===== config.mk =====
export PLATFORM = sky130hd
export DESIGN_NAME = irq_accept_seq
export DESIGN_NICKNAME = d
export VERILOG_FILES = /design/src/rtl/irq_seq_pkg.sv /design/src/rtl/irq_seq_len.sv /design/src/rtl/irq_ipl_next.sv /design/src/rtl/irq_accept_seq.sv
export SDC_FILE = /design/constraint.sdc
export NUM_CORES = 1
export LEC_CHECK = 0
export BUFFER_PORTS_ARGS = -buffer_cell sky130_fd_sc_hd__buf_2
export CORE_ASPECT_RATIO = 1.2
export CORE_MARGIN = 8
export CORE_UTILIZATION = 54
export DETAILED_ROUTE_END_ITERATION = 10
export HOLD_SLACK_MARGIN = 0.03
export PLACE_DENSITY = 0.78
export SLEW_MARGIN = 10
export SYNTH_ARGS = -nofsm -noshare
export SYNTH_HDL_FRONTEND = slang
export SYNTH_HIERARCHICAL = 1
export SYNTH_SLANG_ARGS = --single-unit

===== constraint.sdc =====
create_clock -name clk -period 3.7 [get_ports clk]
set_input_delay 0.74 -clock clk [delete_from_list [all_inputs] [get_ports clk]]
set_output_delay 0.74 -clock clk [all_outputs]
set_load 0.05 [all_outputs]

===== src/rtl/irq_seq_pkg.sv =====
package irq_seq_pkg;

    // Source class codes; codes 6 and 7 are unused and behave like software.
    typedef enum logic [2:0] {
        CLS_MASKABLE = 3'd0,
        CLS_CRITICAL = 3'd1,
        CLS_SOFT     = 3'd2,
        CLS_ADDR_HIT = 3'd3,
        CLS_DEBUG    = 3'd4,
        CLS_STEP     = 3'd5
    } irq_class_e;

    typedef enum logic [1:0] {
        ST_IDLE = 2'd0,
        ST_HOLD = 2'd1,
        ST_RUN  = 2'd2
    } seq_state_e;

endpackage


===== src/rtl/irq_seq_len.sv =====
module irq_seq_len
    import irq_seq_pkg::*;
#(
    parameter int BASE_WIDE   = 18,
    parameter int BASE_NARROW = 20,
    parameter int LEN_W       = 5
) (
    input  logic [2:0]       cls,
    input  logic             narrow,
    input  logic             vec_odd,
    input  logic             sp_odd,
    output logic [LEN_W-1:0] len
);

    logic [LEN_W-1:0] base;
    logic [LEN_W-1:0] extra;

    always_comb begin
        if (narrow) begin
            base = LEN_W'(BASE_NARROW);
        end else begin
            base = LEN_W'(BASE_WIDE) + LEN_W'(vec_odd) + LEN_W'(sp_odd);
        end

        unique case (cls)
            CLS_DEBUG:              extra = LEN_W'(2);
            CLS_ADDR_HIT, CLS_STEP: extra = LEN_W'(1);
            default:                extra = '0;
        endcase

        len = base + extra;
    end

endmodule


===== src/rtl/irq_ipl_next.sv =====
module irq_ipl_next
    import irq_seq_pkg::*;
#(
    parameter int IPL_W = 3
) (
    input  logic [2:0]       cls,
    input  logic [IPL_W-1:0] req_level,
    input  logic [IPL_W-1:0] cur_ipl,
    output logic [IPL_W-1:0] nxt_ipl
);

    always_comb begin
        unique case (cls)
            CLS_MASKABLE: nxt_ipl = req_level;
            CLS_CRITICAL: nxt_ipl = '1;
            default:      nxt_ipl = cur_ipl;
        endcase
    end

endmodule


===== src/rtl/irq_accept_seq.sv =====
module irq_accept_seq
    import irq_seq_pkg::*;
#(
    parameter int IPL_W       = 3,
    parameter int BASE_WIDE   = 18,
    parameter int BASE_NARROW = 20
) (
    input  logic             clk,
    input  logic             rst,
    input  logic             req_valid,
    input  logic [2:0]       req_class,
    input  logic [IPL_W-1:0] req_level,
    input  logic             insn_done,
    input  logic             bus_narrow,
    input  logic             vec_b0,
    input  logic             sp_b0,
    output logic [IPL_W-1:0] ipl,
    output logic             busy,
    output logic             done
);

    localparam int WIDE_MAX = BASE_WIDE + 2;
    localparam int LEN_MAX  = ((WIDE_MAX > BASE_NARROW) ? WIDE_MAX : BASE_NARROW) + 2;
    localparam int LEN_MIN  = (BASE_WIDE < BASE_NARROW) ? BASE_WIDE : BASE_NARROW;
    localparam int LEN_W    = $clog2(LEN_MAX + 1);

    seq_state_e       state_q, state_d;
    logic [IPL_W-1:0] ipl_q;
    logic [IPL_W-1:0] held_lvl_q;
    logic [2:0]       held_cls_q;
    logic [LEN_W-1:0] cnt_q;

    logic             accept;
    logic [2:0]       acc_cls;
    logic [IPL_W-1:0] acc_lvl;
    logic [IPL_W-1:0] ipl_nxt;
    logic [LEN_W-1:0] seq_len;

    // Next-state and acceptance decision
    always_comb begin
        accept  = 1'b0;
        acc_cls = req_class;
        acc_lvl = req_level;
        state_d = state_q;
        unique case (state_q)
            ST_IDLE: begin
                if (req_valid) begin
                    if (insn_done) begin
                        accept  = 1'b1;
                        state_d = ST_RUN;
                    end else begin
                        state_d = ST_HOLD;
                    end
                end
            end
            ST_HOLD: begin
                acc_cls = held_cls_q;
                acc_lvl = held_lvl_q;
                if (insn_done) begin
                    accept  = 1'b1;
                    state_d = ST_RUN;
                end
            end
            ST_RUN: begin
                if (cnt_q == '0) state_d = ST_IDLE;
            end
            default: state_d = ST_IDLE;
        endcase
    end

    irq_seq_len #(
        .BASE_WIDE  (BASE_WIDE),
        .BASE_NARROW(BASE_NARROW),
        .LEN_W      (LEN_W)
    ) u_len (
        .cls    (acc_cls),
        .narrow (bus_narrow),
        .vec_odd(vec_b0),
        .sp_odd (sp_b0),
        .len    (seq_len)
    );

    irq_ipl_next #(
        .IPL_W(IPL_W)
    ) u_ipl (
        .cls      (acc_cls),
        .req_level(acc_lvl),
        .cur_ipl  (ipl_q),
        .nxt_ipl  (ipl_nxt)
    );

    // State register
    always_ff @(posedge clk) begin
        if (rst) state_q <= ST_IDLE;
        else     state_q <= state_d;
    end

    // Level, held request and sequence counter
    always_ff @(posedge clk) begin
        if (rst) begin
            ipl_q      <= '0;
            held_lvl_q <= '0;
            held_cls_q <= '0;
            cnt_q      <= '0;
        end else begin
            if (state_q == ST_IDLE && req_valid && !insn_done) begin
                held_cls_q <= req_class;
                held_lvl_q <= req_level;
            end
            if (accept) begin
                ipl_q <= ipl_nxt;
                cnt_q <= seq_len - LEN_W'(1);
            end else if (state_q == ST_RUN && cnt_q != '0) begin
                cnt_q <= cnt_q - LEN_W'(1);
            end
        end
    end

    // Outputs
    always_comb begin
        ipl  = ipl_q;
        busy = (state_q == ST_RUN);
        done = (state_q == ST_RUN) && (cnt_q == '0);
    end

    // Checker state: cycles spent busy so far
    logic [LEN_W-1:0] run_cnt;
    always_ff @(posedge clk) begin
        if (rst)       run_cnt <= '0;
        else if (busy) run_cnt <= run_cnt + LEN_W'(1);
        else           run_cnt <= '0;
    end


    reset_clear_chk: assert property (@(posedge clk)
        rst |=> (ipl == '0 && !busy && !done));


    done_single_chk: assert property (@(posedge clk) disable iff (rst)
        done |=> !done);


    done_in_busy_chk: assert property (@(posedge clk) disable iff (rst)
        done |-> busy);


    ipl_hold_chk: assert property (@(posedge clk) disable iff (rst)
        busy |=> $stable(ipl));


    no_early_exit_chk: assert property (@(posedge clk) disable iff (rst)
        (busy && !done) |=> busy);


    crit_level_chk: assert property (@(posedge clk) disable iff (rst)
        (accept && acc_cls == CLS_CRITICAL) |=> (ipl == '1 && busy));


    seq_len_range_chk: assert property (@(posedge clk) disable iff (rst)
        done |-> (run_cnt >= LEN_W'(LEN_MIN - 1) && run_cnt <= LEN_W'(LEN_MAX - 1)));

endmodule


==> results.cfg, run 1 <==
[worst_setup_path]
critPathKind = reg2reg
arrival_ns = 3.60
timing.rr.start = state_q[1]
ff2ff_setup_slack_ns = 0.31
timing.rr.end = cnt_q[2]
cp_max_fo = 7
crit_path_end_kind = flip-flop
critPathRequiredTime_ns = 3.91
worstSetupStartpointType = flip-flop
reg2reg_depth = 12

[power_and_ir_drop]
p_leak_nw = 0.4751
power_density_mw_per_mm2 = 388.5
total_power_w = 0.0004608
ir_drop_mv = 0.2639

[sta]
fin_skew_ns = 0.001445
fmax_ghz = 0.2946
finalSetupTns_ns = 0
finalCritPeriodShare_pct = 91.76
worst_pin_slew_ns = 0.6015
finalSetupViolCount = 0
slew_headroom_pct = 59.73
slew_violations = 0
period_needed_ns = 3.395
worst_slack_ns = 0.3050
grt_setup_unrepaired = false
hold_viol_final = 0

[routing]
highest-signal-layer = met4
final_antenna_net_count = 0
vias_per_cell = 6.076
route.met3.wl_um = 128
drtPass1Iterations = 4
drc = 0
dr_wl_met2_mm = 1.256
num_vias = 960
wirelength_mm = 2.430
drtIter0Drc = 18
met1_length_um = 988
wl_per_cell_um = 15.38

[logic_synthesis]
ys_types = 44
netlist_area_mm2 = 0.001061
postSynthNetCount = 140
yosys_warnings = 6
yosysTopAreaCellShare_pct = 30.19
synth_edf_count = 0
avgSynthCellArea_um2 = 8.697
synth-seq-cells = 16
ys_async_sr_fraction_pct = 0
synth_top_area_cell = dfxtp_1
synth_flop_cell = dfxtp_1
netlist_top_cells_area = dfxtp_1, mux2i_1, mux2_1
yosysSeqAreaShare_pct = 30.19
postSynthCellCount = 122

[finish]
area_growth_pct = 11.79
final_cell_mix = buf_2, dfxtp_1, nor2_1
fill_cells = 164
layout_commonest_cell = buf_2
drive_above_1_share_pct = 22.30
nets = 158
n_antenna_cell = 0
fin_util_pct = 64.10
layout.cells.non_filler = 158

[grt]
overflow = 0
grt_usage_pct = 13.08
grt_antenna_before_repair = 0
grt_max_degree = 17
grt_first_pass_wirelength_mm = 3.988
grt_pass1_vias = 988

[min_path]
min_to = ipl[1]
hold_depth = 2
hold_class = reg2reg
hp-start = ipl[1]

[clock_tree]
clk_pin_slew_ns = 0.10
cts_sinks = 16
htreeDepth = 1
cts_buffers = 3
cts_resized = 0
cts_tree = done
cts_hold_buf = 0
cts_buffer_depth = 2
clk-insertion-delay-late_ns = 0.29
clock-root-buffer = clkbuf_4
cts_setup_buffers = 0

[place]
post-dp-hpwl_mm = 1.874
io_buffers = 17
pre_cts_ws_ns = 0.3491
dp_cells = 154
gp_congestion = 0.8679

[floorplanning]
die_x_um = 56.47
start_util_pct = 57.34
die_area_mm2 = 0.003645
ios = 18
rows = 17
fp.dieH_um = 64.56
core_mm2 = 0.001851

[status]
status = complete, no violations

[job]
maxCapViolations = 0
==> cells by family (layout without fill, tap and decap cells) <==
logic type               after synthesis  after routing  synth area share, %
multiplexers                          13             13                12.97
buffers and inverters                  5             22                2.240
other                                  1              1               0.3534
AO/OA/AOI/OAI                         25             25                15.33
flip-flops                            16             16                30.19
AND/OR/NAND/NOR                       53             53                29.01
XOR/XNOR                               4              4                3.302
adder cells (fa/ha/maj)                5              5                6.604
==> report_power, final <==
part	leakage, nW	total [W]	switching, W	internal (W)
Combinational	0.323	0.000143	0.0000806	0.0000619
Sequential	0.131	0.000201	0.0000163	0.000185
Clock	0.0210	0.000117	0.0000570	0.0000599
Total	0.475	0.000461	0.000154	0.000307
==> through the flow <==
step	instance area [um^2]	hold slack, ns
global route	1186	0.5019
global placement	1150	0.4621
finish	1186	0.4853
detailed placement	1150	0.4682
CTS	1186	0.4854
floorplan	1061	0.4527
==> layer usage <==
layer | track usage (%) | vias to the layer above
met4 | 7.831 | 0
met2 | 23.21 | 30
met5 | 0 | -
met1 | 13.64 | 450
met3 | 2.924 | 7
li1 | - | 473
==> worst max path at each step <==
stage / start / endpoint / slack [ns] / cells after the start
floorplan: req_class[1] / cnt_q[4] / 0.67 / 10
global placement: req_class[1] / cnt_q[4] / 0.47 / 11
detailed placement: req_class[1] / cnt_q[2] / 0.35 / 12
CTS: state_q[1] / cnt_q[2] / 0.33 / 12
global route: state_q[1] / cnt_q[2] / 0.06 / 12
finish: state_q[1] / cnt_q[2] / 0.31 / 12
==> area by class of cell <==
type,instances,area [um^2],area share [%]
repair buffers,17,85.08,7.173
flip-flops and latches,16,320.3,27.00
well taps,19,23.77,2.004
multi-input cells,101,716.9,60.44
inverters,1,3.754,0.3165
clock buffers,4,36.28,3.059
==> critical path, stage by stage, from the launching register on <==
cell and delay [ns]:
dfxtp_1 0.47, nand2b_1 0.32, mux2_1 0.44, xor2_1 0.18, and2_1 0.16, ha_1 0.20, fa_1 0.45, mux2i_1 0.16
ha_1 0.25, nand3b_1 0.14, nor3_1 0.23, a211oi_1 0.08, a211oi_1 0.22
==> synthesized netlist by cell type, types with 2 or more instances <==
master	n
a211oi_1	3
a21oi_1	7
and2_1	2
clkbuf_1	2
dfxtp_1	16
ha_1	4
mux2_1	6
mux2i_1	7
nand2_1	9
nand2b_1	2
nand3_1	4
nor2_1	13
nor3_1	5
nor3b_1	2
nor4_1	3
o21ai_0	3
o21ai_1	4
or2_1	2
xnor2_1	3
==> state kept, by name (all words and copies together) (netlist names) <==
name,flops
state_q,2
ipl,3
held_cls_q,3
held_lvl_q,3
cnt_q,5
Note: power is estimated with default switching activity, not from simulation.
==> run 2: changes to the inputs <==
CORE_ASPECT_RATIO = not set   (was 1.2)
RECOVER_POWER = 25   (was not set)
==> run 2 against run 1 <==
Critical path type unchanged. Largest power group unchanged. The run now ends with max-capacitance violations, max-slew violations left. Total power is 1.1% lower. Via count is 2.4% lower. Sequential share of layout area is 0.23 points higher. Critical endpoint unchanged.
==> results.cfg, run 2 (synthesis gave the netlist of run 1 again) <==
[clock_tree]
cts_setup_buffers = 0
cts_tree = done
cts_hold_buf = 0
cts_resized = 0
clk-insertion-delay-late_ns = 0.29
clk_pin_slew_ns = 0.10
clock-root-buffer = clkbuf_4
cts_sinks = 16
htreeDepth = 1
cts_buffer_depth = 2
cts_buffers = 3

[routing]
wl_per_cell_um = 13.69
vias_per_cell = 5.645
drtIter0Drc = 24
final_antenna_net_count = 0
num_vias = 937
wirelength_mm = 2.272
drtPass1Iterations = 4
drc = 0

[grt]
grt_usage_pct = 13.71
grt_first_pass_wirelength_mm = 3.781
grt_max_degree = 17
grt_pass1_vias = 952
grt_antenna_before_repair = 0
overflow = 0

[place]
dp_cells = 162
gp_congestion = 0.8647
post-dp-hpwl_mm = 1.786
io_buffers = 17

[worst_setup_path]
ff2ff_setup_slack_ns = 0.42
reg2reg_depth = 12
timing.rr.start = state_q[1]
cp_max_fo = 7
timing.rr.end = cnt_q[2]
crit_path_end_kind = flip-flop
arrival_ns = 3.50
critPathRequiredTime_ns = 3.92
worstSetupStartpointType = flip-flop
critPathKind = reg2reg

[finish]
largest_reg_flops = 5
final_cell_mix = dfxtp_1, buf_2, nor2_1
fill_cells = 175
nets = 158
drive_above_1_share_pct = 20.14
top_register = cnt_q
n_antenna_cell = 0
layout.cells.non_filler = 166
area_growth_pct = 10.85

[floorplanning]
die_area_mm2 = 0.003639
die_x_um = 60.33
start_util_pct = 55.79
rows = 16
core_mm2 = 0.001902
ios = 18
fp.dieH_um = 60.33

[sta]
fmax_ghz = 0.3047
hold_viol_final = 0
grt_setup_unrepaired = false
finalCritPeriodShare_pct = 88.71
slew_headroom_pct = -7.712
slew_violations = 7
fin_skew_ns = 0.004284
worst_pin_slew_ns = 1.593
finalSetupTns_ns = 0
finalSetupViolCount = 0
period_needed_ns = 3.282

[min_path]
min_to = ipl[1]
hold_depth = 2
hold_class = reg2reg
hp-start = ipl[1]

[power_and_ir_drop]
ir_drop_mv = 0.2711
p_leak_nw = 0.4650
power_density_mw_per_mm2 = 387.4

[job]
maxCapViolations = 1

[status]
status = finished, violations left
violations = max-capacitance violations, max-slew violations
[run 2: layer usage]
| layer | global-route usage, % | up-vias | part of all wire [%] |
|---|---|---|---|
| met2 | 24.09 | 26 | 51 |
| li1 | - | 474 | - |
| met3 | 3.871 | 7 | 5.9 |
| met1 | 13.57 | 430 | 41 |
| met4 | 9.524 | 0 | 2.8 |
| met5 | 0 | - | 0 |
[run 2: report_power, final]
part	switching, W	internal, W
Combinational	0.0000762	0.0000601
Sequential	0.0000149	0.000185
Clock	0.0000594	0.0000600
Total	0.000151	0.000305
[run 2: how the worst max path moves through the flow]
stage	start	endpoint	slack [ns]
6_report	state_q[1]	cnt_q[2]	0.42
5_1_grt	state_q[1]	cnt_q[2]	0.16
4_1_cts	state_q[1]	cnt_q[2]	0.34
3_5_place_dp	req_class[1]	cnt_q[2]	0.36
3_3_place_gp	req_class[1]	cnt_q[4]	0.47
2_1_floorplan	req_class[1]	cnt_q[4]	0.67
[run 2: worst max-delay path: stages, from the launching register on]
cell and delay, ns:
dfxtp_1 0.44, nand2b_1 0.31, mux2_1 0.44, xor2_1 0.18
and2_1 0.16, ha_1 0.20, fa_1 0.45, mux2i_1 0.15
ha_1 0.24, nand3b_1 0.14, nor3_1 0.20, a211oi_1 0.07
a211oi_1 0.22
[run 2: cell type report]
class | count | area, um^2 | area share (%)
multi-input cells | 101 | 698.2 | 59.36
clock buffers | 4 | 36.28 | 3.085
well taps | 27 | 33.78 | 2.872
flip-flops and latches | 16 | 320.3 | 27.23
inverters | 1 | 3.754 | 0.3191
repair buffers | 17 | 83.83 | 7.128
[run 2: stage by stage]
stage | util (%) | power, W | setup WS, ns | hold WS, ns | instance area, um^2
5_1_grt | 61.84 | 0.0004846 | 0.1553 | 0.5147 | 1176
3_3_place_gp | 60.99 | 0.0003385 | 0.4747 | 0.4618 | 1160
2_1_floorplan | - | 0.0003124 | 0.6747 | 0.4527 | 1061
4_1_cts | 62.89 | 0.0004632 | 0.3420 | 0.4801 | 1196
6_report | 61.84 | 0.0004557 | 0.4177 | 0.4813 | 1176
3_5_place_dp | 60.99 | 0.0003439 | 0.3589 | 0.4666 | 1160
==> run 3: changes to the inputs <==
ABC_AREA = 1   (was not set)
ABC_CLOCK_PERIOD_IN_PS = 3200   (was not set)
CORE_UTILIZATION = 55   (was 54)
PLACE_DENSITY = 0.79   (was 0.78)
clock period = 3.2 ns   (was 3.7 ns; I/O delays follow)
==> run 3 against run 2 <==
The run now ends clean. Routed wire length up 9.2%. Worst hold slack better by 0.013 ns. Sequential power grew 17%. Clock skew rose by 0.00068 ns. Non-clock buffer count grew 1. Sequential share of layout area is 1.4 points lower. Utilization up 2.6 points. Combinational power increased by 52%. Register-to-register slack about the same.
==> results.cfg, run 3 <==
[status]
status = complete, no violations

[worst_setup_path]
critPathMaxStageDelay_ns = 0.49
critPathKind = reg2reg
crit_path_end_kind = flip-flop
critical-path-top-delay-family = simple AND/OR/NAND/NOR gates
critical_path.slowest_cell = fa_1
worstSetupStartpointType = flip-flop
cp_cell_sequence = inv_2, nor2_1, inv_1, nand2_1, nand2_1, nor3b_1, fa_1, inv_1, nand3_1, nand2_1, ha_1, inv_1, nor2_4, nand3_1, nand3_1, nand2_1, inv_1
timing.rr.end = cnt_q[4]
cp_max_fo = 7
ff2ff_setup_slack_ns = 0.42
critPathRequiredTime_ns = 3.45
timing.rr.start = state_q[0]
critPathBufInv = 5
arrival_ns = 3.03
reg2reg_depth = 17

[grt]
grt_pass1_vias = 1007
met2_usage_pct = 23.68
grtUsageMet3_pct = 3.178
grt_first_pass_wirelength_mm = 4.188
grt_antenna_before_repair = 0
busiest_layer = met2
overflow = 0
grtUsageMet1_pct = 18.13
grt_max_degree = 13
grt_usage_pct = 14.92

[finish]
top_register = cnt_q
fin_util_pct = 64.45
drive_above_1_share_pct = 19.79
final_cell_mix = nand2_1, nor2_1, inv_1
layout_commonest_cell = nand2_1
layout.cells.non_filler = 219
area_growth_pct = 11.99
nets = 211
largest_reg_flops = 5
n_antenna_cell = 0

[logic_synthesis]
ys_async_sr_fraction_pct = 0
ys_types = 26
yosysSeqAreaShare_pct = 28.96
synth-seq-cells = 16
netlist_top_cells_area = dfxtp_1, nand2_1, nor2_1
postSynthCellCount = 173
yosysTopAreaCellShare_pct = 28.96
synth_edf_count = 0
yosys_warnings = 6
avgSynthCellArea_um2 = 6.393
synth_top_area_cell = dfxtp_1
postSynthNetCount = 191
synthTopCellsByCount = nand2_1, nor2_1, inv_1, dfxtp_1, nand3_1
synth_flop_cell = dfxtp_1
netlist_area_mm2 = 0.001106
synth.most_common_cell = nand2_1

[sta]
finalSetupViolCount = 0
worst_pin_slew_ns = 0.5143
grt_setup_unrepaired = false
fmax_ghz = 0.3591
finalCritPeriodShare_pct = 87.03
hold_viol_final = 0
fin_skew_ns = 0.004961
period_needed_ns = 2.785
finalSetupTns_ns = 0
slew_violations = 0
slew_headroom_pct = 65.63

[floorplanning]
start_util_pct = 57.55
rows = 16
core_mm2 = 0.001922
die_x_um = 60.85
fp.dieH_um = 60.85
die_area_mm2 = 0.003702
ios = 18

[clock_tree]
htreeDepth = 1
clk-insertion-delay-late_ns = 0.29
clk_pin_slew_ns = 0.10
cts_setup_buffers = 0
cts_buffers = 3
cts_hold_buf = 0
cts_buffer_depth = 2
clock-root-buffer = clkbuf_4
cts_sinks = 16
cts_resized = 0
cts_tree = done

[routing]
drc = 0
num_vias = 1115
final_antenna_net_count = 0
wl_per_cell_um = 11.33
wirelength_mm = 2.482
drtIter0Drc = 15
vias_per_cell = 5.091
drtPass1Iterations = 5

[power_and_ir_drop]
p_leak_nw = 0.6671
power_density_mw_per_mm2 = 464.7
ir_drop_mv = 0.2716

[place]
dp_cells = 215
io_buffers = 17
gp_congestion = 0.8365
post-dp-hpwl_mm = 1.970

[min_path]
hold_class = reg2reg
hold_depth = 2
hp-start = cnt_q[0]
min_to = cnt_q[0]

[job]
maxCapViolations = 0
-- run 3: changes by cell type in the layout (fill, tap and decap cells not counted), sizes merged, moves of 4 or more --
| cell | before | now |
|---|---|---|
| inv | 1 | 27 |
| a211oi | 4 | 0 |
| nor2 | 15 | 32 |
| o21ai | 8 | 15 |
| mux2 | 6 | 0 |
| mux2i | 7 | 0 |
| nand2 | 10 | 45 |
| nand3 | 4 | 14 |
| nor3 | 5 | 1 |
-- run 3: layout make-up --
cell class                      count  area, um^2
Sequential cell                    16       320.3
Clock buffer                        4       36.28
Tap cell                           27       33.78
Fill cell                         192       683.2
Multi-Input combinational cell    127       654.4
Inverter                           27       101.3
Timing Repair Buffer               18       92.59
-- run 3: per-stage QoR --
| step | hold WS (ns) | area (um^2) | setup WS [ns] | power, W |
|---|---|---|---|---|
| floorplan | 0.4435 | 1106 | 0.4864 | 0.0003988 |
| global placement | 0.4618 | 1210 | 0.5452 | 0.0004353 |
| detailed placement | 0.4784 | 1210 | 0.4671 | 0.0004431 |
| CTS | 0.4941 | 1246 | 0.4398 | 0.0005782 |
| global route | 0.5239 | 1239 | 0.1375 | 0.0006175 |
| finish | 0.4943 | 1239 | 0.4151 | 0.0005756 |
-- run 3: how the worst max path moves through the flow --
stage | startpoint | endpoint | slack, ns | cells after the start
2_1_floorplan | state_q[0] | cnt_q[4] | 0.49 | 19
3_3_place_gp | req_class[1] | cnt_q[4] | 0.55 | 17
3_5_place_dp | state_q[0] | cnt_q[4] | 0.47 | 19
4_1_cts | state_q[0] | cnt_q[4] | 0.44 | 17
5_1_grt | state_q[0] | cnt_q[4] | 0.14 | 17
6_report | state_q[0] | cnt_q[4] | 0.42 | 17
-- run 3: logic make-up after synthesis --
kind of cell	Yosys count	synth area share, %
simple gates	96	40.61
buf+inv	30	11.20
compound gates	25	12.56
flops	16	28.96
fa+ha+maj	5	6.335
other cells	1	0.3390
-- run 3: layer usage --
metal	vias up	wire length, um
li1	581	-
met1	507	1193
met2	23	1143
met3	4	101
met4	0	44
met5	-	0
-- run 3: worst reg2reg max path, cell delays in order (launching register included) --
cell	delay, ns
dfxtp_1	0.40
inv_2	0.07
nor2_1	0.17
inv_1	0.14
nand2_1	0.08
nand2_1	0.14
nor3b_1	0.41
fa_1	0.49
inv_1	0.06
nand3_1	0.07
nand2_1	0.12
ha_1	0.20
inv_1	0.07
nor2_4	0.10
nand3_1	0.07
nand3_1	0.08
nand2_1	0.05
inv_1	0.04
-- run 3: power breakdown --
part           internal (W)  total, W  switching, W
Clock             0.0000693  0.000135     0.0000660
Combinational     0.0000698  0.000207      0.000137
Sequential         0.000220  0.000234     0.0000132
Total              0.000360  0.000576      0.000216
